File: config.mk
export PLATFORM = sky130hd
export DESIGN_NAME = tdc_hit_packer
export DESIGN_NICKNAME = d
export VERILOG_FILES = /design/src/rtl/tdc_fmt_pkg.sv /design/src/rtl/tdc_timebase.sv /design/src/rtl/tdc_hit_arbiter.sv /design/src/rtl/tdc_hit_fifo.sv /design/src/rtl/tdc_hit_packer.sv
export SDC_FILE = /design/constraint.sdc
export NUM_CORES = 1
export LEC_CHECK = 0
export ABC_AREA = 1
export BUFFER_PORTS_ARGS = -buffer_cell sky130_fd_sc_hd__buf_2
export CORE_UTILIZATION = 50
export CTS_CLUSTER_DIAMETER = 40
export DETAILED_ROUTE_END_ITERATION = 10
export MAX_ROUTING_LAYER = met4
export PLACE_DENSITY = 0.69
export SYNTH_ARGS = -nofsm -noshare
export SYNTH_HDL_FRONTEND = slang
export SYNTH_HIERARCHICAL = 1
export SYNTH_SLANG_ARGS = --single-unit
File: constraint.sdc
create_clock -name clk -period 8.55 [get_ports clk]
set_clock_uncertainty 0.2 [all_clocks]
set_input_delay 1.71 -clock clk [delete_from_list [all_inputs] [get_ports clk]]
set_output_delay 1.71 -clock clk [all_outputs]
set_load 0.02 [all_outputs]
File: src/rtl/tdc_fmt_pkg.sv
package tdc_fmt_pkg;
  localparam int CH_W     = 7;
  localparam int FINE_W   = 10;
  localparam int COARSE_W = 11;
  localparam int EPOCH_W  = 28;
  localparam int WORD_W   = 32;

  typedef struct packed {
    logic                approx;
    logic [CH_W-1:0]     chan;
    logic [FINE_W-1:0]   fine;
    logic                rising;
    logic [COARSE_W-1:0] coarse;
    logic [EPOCH_W-1:0]  epoch;
  } hit_rec_t;

  // Time data word: marker, reserved, approx, channel, fine, edge, coarse.
  function automatic logic [WORD_W-1:0] time_word(input hit_rec_t r);
    return {1'b1, 1'b0, r.approx, r.chan, r.fine, r.rising, r.coarse};
  endfunction

  // Epoch word: 3'b011 header, one reserved zero, epoch payload.
  function automatic logic [WORD_W-1:0] epoch_word(input logic [EPOCH_W-1:0] e);
    return {3'b011, 1'b0, e};
  endfunction
endpackage

File: src/rtl/tdc_timebase.sv
module tdc_timebase
  import tdc_fmt_pkg::*;
(
  input  logic                clk,
  input  logic                rst_n,
  output logic [COARSE_W-1:0] coarse,
  output logic [EPOCH_W-1:0]  epoch
);
  logic wrap;
  assign wrap = (coarse == {COARSE_W{1'b1}});

  always_ff @(posedge clk) begin
    if (!rst_n) begin
      coarse <= '0;
      epoch  <= '0;
    end else begin
      coarse <= coarse + 1'b1;
      if (wrap) epoch <= epoch + 1'b1;
    end
  end

  a_r2_coarse_step: assert property (@(posedge clk) disable iff (!rst_n)
    1'b1 |=> coarse == COARSE_W'($past(coarse) + 1'b1));
  a_r3_epoch_on_wrap: assert property (@(posedge clk) disable iff (!rst_n)
    $past(coarse) == {COARSE_W{1'b1}} && $past(rst_n) |-> epoch == EPOCH_W'($past(epoch) + 1'b1));
  a_r3_epoch_hold: assert property (@(posedge clk) disable iff (!rst_n)
    $past(coarse) != {COARSE_W{1'b1}} && $past(rst_n) |-> $stable(epoch));
endmodule

File: src/rtl/tdc_hit_arbiter.sv
module tdc_hit_arbiter
  import tdc_fmt_pkg::*;
#(
  parameter int N_CH = 4
) (
  input  logic                   clk,
  input  logic                   rst_n,
  input  logic [N_CH-1:0]        hit_stb,
  input  logic [N_CH*FINE_W-1:0] hit_fine,
  input  logic [N_CH-1:0]        hit_rising,
  input  logic [N_CH-1:0]        hit_approx,
  input  logic [COARSE_W-1:0]    coarse,
  input  logic [EPOCH_W-1:0]     epoch,
  input  logic                   q_full,
  output logic                   push,
  output hit_rec_t               push_rec
);
  logic [N_CH-1:0] pend;
  logic [N_CH-1:0] take;
  logic [N_CH-1:0] grant;
  hit_rec_t        slot [N_CH];

  // Lowest pending lane wins when the queue has room.
  assign take  = q_full ? '0 : pend;
  assign grant = take & (~take + 1'b1);
  assign push  = |grant;

  always_comb begin
    push_rec = '0;
    for (int i = 0; i < N_CH; i++)
      if (grant[i]) push_rec = slot[i];
  end

  for (genvar g = 0; g < N_CH; g++) begin : g_lane
    always_ff @(posedge clk) begin
      if (!rst_n) begin
        pend[g] <= 1'b0;
      end else if (hit_stb[g]) begin
        pend[g] <= 1'b1;
        slot[g] <= '{approx: hit_approx[g], chan: CH_W'(g),
                     fine: hit_fine[g*FINE_W +: FINE_W], rising: hit_rising[g],
                     coarse: coarse, epoch: epoch};
      end else if (grant[g]) begin
        pend[g] <= 1'b0;
      end
    end

    a_r7_slot_held: assert property (@(posedge clk) disable iff (!rst_n)
      pend[g] && !grant[g] |=> pend[g]);
  end

  a_r6_single_grant: assert property (@(posedge clk) disable iff (!rst_n)
    $onehot0(grant));
endmodule

File: src/rtl/tdc_hit_fifo.sv
module tdc_hit_fifo
  import tdc_fmt_pkg::*;
#(
  parameter int DEPTH = 8
) (
  input  logic     clk,
  input  logic     rst_n,
  input  logic     push,
  input  hit_rec_t push_rec,
  input  logic     pop,
  output hit_rec_t head,
  output logic     empty,
  output logic     full
);
  localparam int AW = $clog2(DEPTH);

  hit_rec_t    mem [DEPTH];
  logic [AW:0] wr_ptr, rd_ptr;

  assign empty = (wr_ptr == rd_ptr);
  assign full  = (wr_ptr[AW-1:0] == rd_ptr[AW-1:0]) && (wr_ptr[AW] != rd_ptr[AW]);
  assign head  = mem[rd_ptr[AW-1:0]];

  always_ff @(posedge clk) begin
    if (!rst_n) begin
      wr_ptr <= '0;
      rd_ptr <= '0;
    end else begin
      if (push) begin
        mem[wr_ptr[AW-1:0]] <= push_rec;
        wr_ptr <= wr_ptr + 1'b1;
      end
      if (pop) rd_ptr <= rd_ptr + 1'b1;
    end
  end

  a_r7_no_overflow: assert property (@(posedge clk) disable iff (!rst_n)
    push |-> !full);
  a_r8_no_underflow: assert property (@(posedge clk) disable iff (!rst_n)
    pop |-> !empty);
endmodule

File: src/rtl/tdc_hit_packer.sv
module tdc_hit_packer
  import tdc_fmt_pkg::*;
#(
  parameter int N_CH    = 4,
  parameter int Q_DEPTH = 8
) (
  input  logic                   clk,
  input  logic                   rst_n,
  input  logic [N_CH-1:0]        hit_stb,
  input  logic [N_CH*FINE_W-1:0] hit_fine,
  input  logic [N_CH-1:0]        hit_rising,
  input  logic [N_CH-1:0]        hit_approx,
  output logic                   out_vld,
  input  logic                   out_rdy,
  output logic [WORD_W-1:0]      out_word
);
  logic [COARSE_W-1:0] coarse;
  logic [EPOCH_W-1:0]  epoch;
  logic                push, pop, q_empty, q_full;
  hit_rec_t            push_rec, head;

  logic                ep_known;
  logic [EPOCH_W-1:0]  ep_last;
  logic                need_ep, fire_ep, fire_time;

  tdc_timebase u_tb (.clk(clk), .rst_n(rst_n), .coarse(coarse), .epoch(epoch));

  tdc_hit_arbiter #(.N_CH(N_CH)) u_arb (
    .clk(clk), .rst_n(rst_n), .hit_stb(hit_stb), .hit_fine(hit_fine),
    .hit_rising(hit_rising), .hit_approx(hit_approx), .coarse(coarse),
    .epoch(epoch), .q_full(q_full), .push(push), .push_rec(push_rec));

  tdc_hit_fifo #(.DEPTH(Q_DEPTH)) u_q (
    .clk(clk), .rst_n(rst_n), .push(push), .push_rec(push_rec), .pop(pop),
    .head(head), .empty(q_empty), .full(q_full));

  // An epoch word goes out first whenever the head's epoch is unannounced.
  assign need_ep   = !q_empty && (!ep_known || head.epoch != ep_last);
  assign out_vld   = !q_empty;
  assign out_word  = need_ep ? epoch_word(head.epoch) : time_word(head);
  assign fire_ep   = out_vld && out_rdy && need_ep;
  assign fire_time = out_vld && out_rdy && !need_ep;
  assign pop       = fire_time;

  always_ff @(posedge clk) begin
    if (!rst_n) begin
      ep_known <= 1'b0;
      ep_last  <= '0;
    end else if (fire_ep) begin
      ep_known <= 1'b1;
      ep_last  <= head.epoch;
    end
  end

  a_r7_stall_hold: assert property (@(posedge clk) disable iff (!rst_n)
    out_vld && !out_rdy |=> out_vld && $stable(out_word));
  a_r5_time_follows_epoch: assert property (@(posedge clk) disable iff (!rst_n)
    fire_ep |=> out_vld && out_word[WORD_W-1]);
  a_r9_idle_after_reset: assert property (@(posedge clk)
    !rst_n |=> !out_vld);
endmodule

==> impl_metrics.tcl <==
set metrics [dict create \
    status "completed" \
    clkTransAtPathRegs_ns 0.05 \
    place_inst 4313 \
    cp.arrival_ns 5.00 \
    cap_violations 0 \
    placed_cell_area_mm2 0.03427 \
    vias 22897 \
    path_common_cell "nand2_1" \
    wl_per_cell_um 17.30 \
    fin_crit_ns 6.912 \
    slowest_stage "inv_4" \
    cellPowerDensity_mw_per_mm2 240.8 \
    start_kind "flip-flop" \
    first_pass_iters 5 \
    route.detailed.drc 0 \
    r2r_cells 10 \
    clock-root-buffer "clkbuf_16" \
    fin_cells 4511 \
    setup_viol 0 \
    setup_tns_ns 0 \
    gp_congestion 0.9255 \
    whs_path_depth 2 \
    cpLargestDelayFamily "buffers and inverters" \
    cts.htree.levels 3 \
    hold_violations 0 \
    synth-seq-cells 751 \
    place.port_buffers 87 \
    die_w_um 260.4 \
    cts_tree "built" \
    ctsHoldBuffers 0 \
    final_antenna_net_count 0 \
    clk_path_buf_depth 3 \
    drive_gt1_share_pct 9.440 \
    cp.depth 17 \
    grt_pass1_wl_mm 121.6 \
    path_class "reg2out" \
    nNetsFinal 3613 \
    synth_top_area_share_pct 60.09 \
    timing.fmax_mhz 144.7 \
    yosysSeqAreaShare_pct 65.07 \
    whs_ns 0.2674 \
    dieArea_mm2 0.06780 \
    slowest_delay_ns 0.92 \
    tritoncts.num_buffers 103 \
    rows 94 \
    antenna_found_initial 3 \
    area_delta_synth_final_pct 13.21 \
    wl_mm 78.04 \
    crit_path_cell_trace "inv_4 -> buf_4 -> nand3_1 -> nand2_1 -> nand2_1 -> nand2_1 -> inv_1 -> nand2_1 -> nand2_1 -> nor2_1 -> nand3_1 -> nor2_1 -> nand2_1 -> nand2_2 -> inv_2 -> or2_1 -> buf_2" \
    synth_top_flop_cell "edfxtp_1" \
    synthCells 3486 \
    cp_max_fo 84 \
    cts-resized-gates 0 \
    dp_hpwl_mm 43.91 \
    slew_violations 0 \
    ios 88 \
    final_area_mm2 0.03779 \
    crit_buf_inv 5 \
    fp.dieH_um 260.4 \
    start_util_pct 50.68 \
    yosys.area.top_type "edfxtp_1" \
    relSlewSlack_pct 24.88 \
    grt_pass1_vias 21453 \
    ys_top_cells_by_area "edfxtp_1 (60%), nand2_1 (11%), inv_1 (7.5%)" \
    grt_max_degree 190 \
    irDropWorstVdd_mv 0.1965 \
    holdCritPathClass "reg2reg" \
    grt_remaining_overflow 0 \
    post-cts-setup-buffers 0 \
    coreArea_mm2 0.06586 \
    rsz0062_at_grt "no" \
    ys_async_sr_fraction_pct 0 \
    syn_avg_cell_area_um2 9.576 \
    synth_enable_flop_cells 668 \
    p_leak_nw 16.45 \
    syn_area_mm2 0.03338 \
    required_ns 6.64 \
    viasPerCell 5.076 \
    worst_setup_path_end_kind "output port" \
    insertion_delay_ns 0.66 \
    yosysUniqueCellTypes 40 \
    cts.sinks 751 \
    yosysWarnings 6 \
    fin_crit_sh_pct 80.84 \
    tightest_slew_ns 1.127 \
    grt_usage_pct 24.25 \
    drtIter0Drc 2520 \
]
[area by class of cell]
cell class                 instances  area, um2
antenna                            3      7.507
clock buffer                     111       2649
clock inverter                    84      860.8
fill                            5488      28070
inverter                         675       2542
multi-input combinational       1906       8245
sequential                       751      21730
tap                              864       1081
timing repair buffer             117      673.1
[cells in the final DEF, fill, tap and decap left out, types with 6 or more instances in the layout]
cell type   instances
clkinv_1           13
inv_6              10
nand4_1            15
inv_2               9
clkinvlp_4         16
dfxtp_1            80
a21oi_1            56
o21ai_0            36
nor2_1            283
inv_1             661
o2111ai_1           6
clkbuf_16         104
nand3_2            11
nand3_1           437
clkinv_4           14
nand2_1           994
buf_2              87
clkinv_2           15
buf_4              29
bufinv_16           9
edfxtp_1          668
xnor2_1             9
o21ai_1             6
nor2_4             15
[cell usage after synthesis, types with 9 or more instances]
master    count
a21oi_1      56
buf_2        81
buf_4        20
buf_6        25
clkbuf_1     26
dfxtp_1      83
edfxtp_1    668
inv_1       666
nand2_1     994
nand3_1     437
nand3_2      11
nand4_1      15
nor2_1      290
o21ai_0      36
xnor2_1       9
[worst register-to-register path: stages, from the launching register on]
cell      delay [ns]
dfxtp_1         0.45
xnor2_1         0.18
nand3_1         0.10
nor2_1          0.61
inv_2           0.17
o21ai_4         0.34
nand2_1         0.26
nand3_1         0.39
nand3b_1        0.42
nor2_4          0.78
buf_4           0.70
[worst paths after layout]
kind	startpoint	end	slack, ns
max	flip-flop	out_word[29]	1.64
min	u_arb/pend[2]$_SDFFE_PN0P_	u_arb/pend[2]$_SDFFE_PN0P_	0.27
max reg2reg	u_q/wr_ptr[0]$_SDFFE_PN0P_	u_q/mem[0][28]$_DFFE_PP_	3.51
min reg2reg	u_arb/pend[2]$_SDFFE_PN0P_	u_arb/pend[2]$_SDFFE_PN0P_	0.27
[report_power, final]
part / total, mW / switching (mW) / internal [mW] / leakage, nW
registers: 4.20 / 0.0431 / 4.15 / 7.04
clock network: 4.24 / 1.68 / 2.56 / 1.68
logic: 0.662 / 0.499 / 0.163 / 7.73
total: 9.10 / 2.22 / 6.88 / 16.4
[metal layers]
layer,vias up,wire length (um),GRT usage (%)
met5,-,0,-
met4,0,1605,6.368
met3,122,6089,3.895
met2,838,36130,37.81
met1,10715,34220,33.16
li1,11222,-,-
[stage by stage]
stage	util [%]	worst slack, ns	total power, mW
4_1_cts	57.36	1.612	9.148
3_5_place_dp	52.03	2.314	4.928
2_1_floorplan	-	1.791	4.700
3_3_place_gp	52.03	2.356	4.915
6_report	57.37	1.638	9.101
5_1_grt	57.37	1.258	9.384
[flip-flops by register name (all words and copies together) (netlist names), named ones only]
signal	flops
u_arb/pend	4
u_tb/coarse	11
ep_last	28
u_q/mem	464
u_q/rd_ptr	4
ep_known	1
u_tb/epoch	28
u_arb/slot	204
u_q/wr_ptr	4
[cell families (layout without fill, tap and decap cells)]
logic type	Yosys count	count (layout)	synth area share [%]
other	1	8	0.01123
XOR/XNOR	11	11	0.2886
buffers and inverters	833	987	10.48
flip-flops	751	751	65.07
adder cells (fa/ha/maj)	4	4	0.1499
AO/OA/AOI/OAI	111	111	1.799
AND/OR/NAND/NOR	1775	1775	22.20
Note: power is estimated with default switching activity, not from simulation.
